**src/rtl/lcg_pkg.sv**
```systemverilog
package lcg_pkg;
  localparam int N_IN    = 6;
  localparam int ROWS    = 1 << N_IN;
  localparam int CFG_W   = ROWS;
  localparam int ROW_W   = N_IN;
  localparam int N_CHUNK = 4;
  localparam int CHUNK_W = CFG_W / N_CHUNK;

  typedef enum logic [1:0] {
    KIND_LUT6  = 2'b00,
    KIND_LUT5  = 2'b01,
    KIND_SHIFT = 2'b10,
    KIND_ALT6  = 2'b11
  } lut_kind_e;
endpackage

```
**src/rtl/lcg_edge.sv**
```systemverilog
module lcg_edge (
  input  logic clk,
  input  logic rst_n,
  input  logic level,
  output logic rise
);
  logic level_q;

  always_ff @(posedge clk or negedge rst_n) begin
    if (!rst_n) level_q <= 1'b0;
    else        level_q <= level;
  end

  assign rise = level && !level_q;

  // two rising edges can never be seen on back-to-back clocks
  assert_single_rise_R1: assert property (@(posedge clk) disable iff (!rst_n)
    rise |=> !rise);
endmodule

```
**src/rtl/lcg_minterm.sv**
```systemverilog
module lcg_minterm
  import lcg_pkg::*;
#(
  parameter logic [N_IN-1:0][CFG_W-1:0] BASIS = '0
) (
  input  logic [ROW_W-1:0] row,
  input  lut_kind_e        kind,
  input  logic [CFG_W-1:0] init,
  output logic             hit,
  output logic [CFG_W-1:0] term
);
  logic [N_IN-1:0][CFG_W-1:0] lit;

  for (genvar k = 0; k < N_IN; k++) begin : g_lit
    if (k == N_IN - 1) begin : g_top
      // the top input drops out of the product for 5-input logic
      assign lit[k] = (kind == KIND_LUT5) ? {CFG_W{1'b1}}
                    : (row[k] ? BASIS[k] : ~BASIS[k]);
    end else begin : g_low
      assign lit[k] = row[k] ? BASIS[k] : ~BASIS[k];
    end
  end

  always_comb begin
    term = {CFG_W{1'b1}};
    for (int k = 0; k < N_IN; k++) term &= lit[k];
  end

  always_comb begin
    case (kind)
      KIND_LUT5:  hit = !row[ROW_W-1] && init[row];
      KIND_SHIFT: hit = init[{1'b0, row[ROW_W-1:1]}];
      default:    hit = init[row];
    endcase
  end
endmodule

```
**src/rtl/lcg_reorder.sv**
```systemverilog
module lcg_reorder
  import lcg_pkg::*;
(
  input  logic             mem,
  input  logic [CFG_W-1:0] din,
  output logic [CFG_W-1:0] dout
);
  logic [N_CHUNK-1:0][CHUNK_W-1:0] ch;
  logic [N_CHUNK-1:0][CHUNK_W-1:0] sw;

  // ch[0] is the most significant chunk
  for (genvar i = 0; i < N_CHUNK; i++) begin : g_split
    assign ch[i] = din[CFG_W-1-i*CHUNK_W -: CHUNK_W];
  end

  assign sw[0] = ch[2];
  assign sw[1] = ch[3];
  assign sw[2] = ch[1];
  assign sw[3] = ch[0];

  always_comb begin
    dout = din;
    if (mem) begin
      for (int i = 0; i < N_CHUNK; i++)
        dout[CFG_W-1-i*CHUNK_W -: CHUNK_W] = sw[i];
    end
  end
endmodule

```
**src/rtl/lut_cfg_gen.sv**
```systemverilog
module lut_cfg_gen
  import lcg_pkg::*;
#(
  parameter logic [CFG_W-1:0] BASIS_A1 = 64'h5555555555555555,
  parameter logic [CFG_W-1:0] BASIS_A2 = 64'h3333333333333333,
  parameter logic [CFG_W-1:0] BASIS_A3 = 64'h0000FFFF0000FFFF,
  parameter logic [CFG_W-1:0] BASIS_A4 = 64'h0F0F0F0F0F0F0F0F,
  parameter logic [CFG_W-1:0] BASIS_A5 = 64'h00FF00FF00FF00FF,
  parameter logic [CFG_W-1:0] BASIS_A6 = 64'hFFFFFFFF00000000
) (
  input  logic             clk,
  input  logic             rst_n,
  input  logic             soft_clr,
  input  logic             start,
  input  logic [CFG_W-1:0] init_value,
  input  logic [1:0]       lut_kind,
  input  logic             mem_slice,
  output logic [CFG_W-1:0] cfg_string,
  output logic             cfg_ready
);
  localparam logic [N_IN-1:0][CFG_W-1:0] BASIS =
    {BASIS_A6, BASIS_A5, BASIS_A4, BASIS_A3, BASIS_A2, BASIS_A1};
  localparam logic [ROW_W-1:0] LAST_ROW = ROW_W'(ROWS - 1);

  logic             rise;
  logic             busy;
  logic             ready_q;
  logic [ROW_W-1:0] row_cnt;
  logic [CFG_W-1:0] acc;
  logic [CFG_W-1:0] init_q;
  lut_kind_e        kind_q;
  logic             mem_q;
  logic             hit;
  logic [CFG_W-1:0] term;
  logic [CFG_W-1:0] shaped;

  lcg_edge u_edge (
    .clk   (clk),
    .rst_n (rst_n),
    .level (start),
    .rise  (rise)
  );

  lcg_minterm #(.BASIS(BASIS)) u_term (
    .row  (row_cnt),
    .kind (kind_q),
    .init (init_q),
    .hit  (hit),
    .term (term)
  );

  lcg_reorder u_reorder (
    .mem  (mem_q),
    .din  (acc),
    .dout (shaped)
  );

  always_ff @(posedge clk or negedge rst_n) begin
    if (!rst_n) begin
      busy    <= 1'b0;
      ready_q <= 1'b0;
      row_cnt <= '0;
      acc     <= '0;
      init_q  <= '0;
      kind_q  <= KIND_LUT6;
      mem_q   <= 1'b0;
    end else if (soft_clr) begin
      busy    <= 1'b0;
      ready_q <= 1'b0;
      row_cnt <= '0;
      acc     <= '0;
    end else if (rise && !busy) begin
      busy    <= 1'b1;
      ready_q <= 1'b0;
      row_cnt <= '0;
      acc     <= '0;
      init_q  <= init_value;
      kind_q  <= lut_kind_e'(lut_kind);
      mem_q   <= mem_slice;
    end else if (busy) begin
      if (hit) acc <= acc | term;
      row_cnt <= row_cnt + 1'b1;
      if (row_cnt == LAST_ROW) begin
        busy    <= 1'b0;
        ready_q <= 1'b1;
      end
    end
  end

  assign cfg_ready  = ready_q;
  assign cfg_string = ready_q ? shaped : '0;

  // ready only appears straight after the final row was scanned
  assert_ready_after_scan_R2: assert property (@(posedge clk) disable iff (!rst_n)
    $rose(cfg_ready) |-> $past(row_cnt) == LAST_ROW);

  assert_start_launches_R1: assert property (@(posedge clk) disable iff (!rst_n)
    (rise && !busy && !soft_clr) |=> (busy && !cfg_ready));

  assert_result_held_R3: assert property (@(posedge clk) disable iff (!rst_n)
    (cfg_ready && !rise && !soft_clr) |=> (cfg_ready && $stable(cfg_string)));

  assert_busy_keeps_operands_R8: assert property (@(posedge clk) disable iff (!rst_n)
    (busy && row_cnt != LAST_ROW && !soft_clr) |=> (busy && $stable(init_q)));

  assert_clear_wins_R9: assert property (@(posedge clk) disable iff (!rst_n)
    soft_clr |=> (!cfg_ready && !busy && cfg_string == '0));
endmodule

```
**config.mk**
```make
export PLATFORM = sky130hd
export DESIGN_NAME = lut_cfg_gen
export DESIGN_NICKNAME = d
export VERILOG_FILES = /design/src/rtl/lcg_pkg.sv /design/src/rtl/lcg_edge.sv /design/src/rtl/lcg_minterm.sv /design/src/rtl/lcg_reorder.sv /design/src/rtl/lut_cfg_gen.sv
export SDC_FILE = /design/constraint.sdc
export NUM_CORES = 1
export LEC_CHECK = 0
export CORE_ASPECT_RATIO = 0.6
export CORE_UTILIZATION = 55
export CTS_CLUSTER_SIZE = 12
export DETAILED_ROUTE_END_ITERATION = 10
export DONT_BUFFER_PORTS = 1
export PLACE_DENSITY = 0.71
export SLEW_MARGIN = 20
export SYNTH_ARGS = -nofsm -noshare
export SYNTH_HDL_FRONTEND = slang
export SYNTH_HIERARCHICAL = 1
export SYNTH_SLANG_ARGS = --single-unit
```
**constraint.sdc**
```tcl
create_clock -name clk -period 2.5 [get_ports clk]
set_clock_uncertainty 0.05 [all_clocks]
set_input_delay 0.5 -clock clk [delete_from_list [all_inputs] [get_ports clk]]
set_output_delay 0.5 -clock clk [all_outputs]
set_load 0.05 [all_outputs]
```
==> Implementation_results.wiki <==
{| class="wikitable"
! Metric !! Value
|-
| Async S/R FF share, synth || 100%
|-
| Max_cap viols || 0
|-
| Final #Nets || 809
|-
| Clock tree root buffer cell || clkbuf_16
|-
| Number of sinks driven by the clock tree || 140
|-
| Maximum single-stage delay on the critical path || 0.52 ns
|-
| Count of flip-flops with a built-in enable after synthesis || 0
|-
| Worst Setup Path Type || reg -> reg
|-
| Crit path max-delay cell type || mux4_2
|-
| Global routing usage summed across all routing layers || 26.2%
|-
| Count of state elements after synthesis || 140
|-
| Final hold slack || -0.272 ns
|-
| Cells after DPL || 901
|-
| Number of violations reported at the end of detailed-routing iteration 0 || 424
|-
| Overall routed net length || 19200 um
|-
| Highest fanout seen on the critical path || 20
|-
| Most frequent cells after synthesis || dfrtp_1, nor2_1, mux2_4
|-
| Fin crit share || 109%
|-
| Count of synthesis-stage warnings from yosys || 6
|-
| Crit path DAT || 2.96 ns
|-
| Effective utilization at floorplan || 57.9%
|-
| Final-report max-slew violation count || 0
|-
| Biggest area consumer among synthesized cells || dfrtp_1
|-
| Fraction of the yosys area taken by sequential cells || 43.2%
|-
| Fraction of final layout cells sized beyond drive strength 1 || 42.4%
|-
| Number of different library cells in the post-synthesis netlist || 39
|-
| Pin count of the biggest net entering global routing || 141
|-
| Critical path, cell by cell || buf_12 > mux4_2 > mux4_2 > a2bb2oi_2 > nand4_1 > nand3_1 > and2_4 > buf_12 > a21oi_1 > nor2_1
|-
| Number of diodes added for antenna fixing || 0
|-
| 1st-pass router iterations || 5
|-
| Cell Area, Synth || 8110 sq um
|-
| Commonest register cell after synthesis || dfrtp_1
|-
| Clock tree from TritonCTS || done
|-
| RSZ-0062 raised after global routing || yes
|-
| Global route overflow || 0
|-
| Number of antenna violations at the first check in global routing || 0
|-
| Vias per std cell || 5.88
|-
| Post-route DRC || 0
|-
| Worst r2r path cells || 10
|-
| Worst slew pin tran || 0.762 ns
|-
| CTS clock-pin slew for the worst setup and hold paths || 0.06 ns
|-
| First-pass GRT wire length || 30300 um
|-
| CTS buffer count || 17
|-
| Floorplan Core Area || 14000 sq um
|-
| Net count after synthesis || 763
|-
| Required @ worst endpoint || 2.74 ns
|-
| Remaining number of nets flagged by the antenna check after routing || 0
|-
| Final hold violation count || 140
|-
| Final setup violation count || 64
|-
| Global placer's final weighted congestion || 0.823
|-
| Count of buffers inserted at the top-level ports || 0
|-
| Hold Path Class || in -> async
|-
| Htree depth || 4
|-
| Ratio of total power to cell area || 676 nW/um^2
|-
| VDD IR max || 0.415 mV
|-
| Final critical delay including setup and external delays || 2.72 ns
|-
| Violations in the final reports || hold timing, setup timing
|-
| Final instance count without filler cells || 940
|-
| Result of the run || complete, but fails checks
|-
| Syn-to-layout area delta || 16.5%
|-
| Worst path setup slack after routing || -0.221 ns
|-
| Routed wirelength normalized by instance count || 20.4 um
|-
| Max frequency || 0.367 GHz
|-
| I/O pin count || 136
|-
| Area of the die || 15200 sq um
|-
| Vert. Die Dim || 96.0 um
|-
| Skew-Pair Late Insertion Delay || 0.41 ns
|-
| Portion of synthesized cell area occupied by the leading cell type || 43.2%
|-
| Synthesized instance count || 689
|-
| Relative slew margins || 49.2%
|-
| Top cells by area in the synthesized netlist || dfrtp_1, mux2_4, nor2_1, mux2_2, mux4_2
|-
| DP Wirelength || 13100 um
|-
| Post-synthesis average cell area || 11.8 sq um
|-
| Vias in the first global route || 5405
|-
| Leak Pwr || 4.15 nW
|-
| Vias || 5525
|-
| Chip Width || 159 um
|-
| Category of the worst setup path capture point || register
|-
| Max clock buf depth || 2
|-
| Core Rows || 33
|-
| Startpoint class of the critical path || register
|}
final cells by class:
cell class,instances,area [sq um]
clock buffer,19,433
clock inverter,13,166
fill,1025,4560
inverter,3,11.3
multi-input combinational,493,4330
sequential,140,3510
tap,192,240
timing repair buffer,80,748
layout by cell type (no fill, tap or decap), drive strengths merged:
cell type / count
nand3b: 1
mux4: 27
clkinvlp: 3
a2bb2oi: 1
inv: 5
or4: 1
nand4: 4
ha: 3
o21ba: 1
a22oi: 2
nand3: 11
dfrtp: 140
o31ai: 1
buf: 80
o211ai: 1
clkbuf: 19
o2111ai: 2
mux2: 131
bufinv: 3
nand2: 13
nor2b: 5
and2: 65
a211oi: 1
and2b: 1
mux2i: 5
nand2b: 5
o21ai: 1
nor2: 141
clkinv: 5
o21bai: 1
nor3: 1
xor2: 3
a21oi: 65
through the flow:
| step | power [mW] | instance area, sq um | utilization [%] | TNS, ns | setup slack (ns) |
|---|---|---|---|---|---|
| after CTS | 6.41 | 9350 | 66.8 | -11.19 | -0.197 |
| final | 6.38 | 9440 | 67.4 | -12.02 | -0.221 |
| after global placement | 3.71 | 8620 | 61.6 | -9.03 | -0.181 |
| after detailed placement | 3.75 | 8620 | 61.6 | -15.87 | -0.299 |
| after floorplan | 3.59 | 8210 | - | -7.45 | -0.131 |
| after global routing | 6.62 | 9440 | 67.4 | -17.46 | -0.296 |
path summary, 6_finish.rpt:
check	startpoint	to	slack (ns)
worst max-delay path	row_cnt[0]	acc[16]	-0.22
worst min-delay path	rst_n	init_q[18]	-0.27
worst max register to register	row_cnt[0]	acc[16]	-0.22
worst min register to register	init_q[63]	init_q[63]	0.45
max in group asynchronous	rst_n	mem_q	2.46
min in group clk	start	u_edge/level_q	0.06
registers in the layout, indices dropped and copies added, names as in the netlist:
register and cells:
acc 64, mem_q 1, row_cnt 6, busy 1, u_edge/level_q 1, init_q 64, cfg_ready 1, kind_q 2
metal layers:
metal	vias up	global-route usage, %	part of all wire (%)
met2	227	37.9	43
met4	0	7.85	1.2
met3	26	7.41	8.0
met5	-	0	0
li1	2474	-	-
met1	2798	38.3	48
kinds of logic (layout without fill, tap and decap cells):
logic type      after synthesis  count (layout)  synth area share (%)
compound gates               76              76                  5.08
xor+xnor                      3               3                 0.324
fa+ha+maj                     3               3                 0.463
buf+inv                      56             115                  5.51
flops                       140             140                  43.2
mux                         163             163                  30.9
simple gates                248             248                  14.5
critical path, delay by kind of cell (launching register included):
kind / cells / cell delay (ns)
flip-flops: 1 / 0.44
multiplexers: 2 / 1.03
AND/OR/NAND/NOR: 4 / 0.42
buffers and inverters: 2 / 0.34
AO/OA/AOI/OAI: 2 / 0.31
report_power, final:
part | internal (mW) | switching (mW) | total (mW) | leakage [nW]
combinational | 0.647 | 0.437 | 1.08 | 2.06
clock | 1.58 | 0.991 | 2.57 | 0.284
sequential | 2.52 | 0.208 | 2.73 | 1.81
what timing repair did:
action                                  in CTS  in global routing
buffers inserted                             5                  0
pin swaps                                    1                  0
cloned                                       2                  0
endpoints found under the hold margin      140                140
resized for setup                           13                 23
endpoints found under the setup margin     110                 71
(Power assumes the default switching activity.)
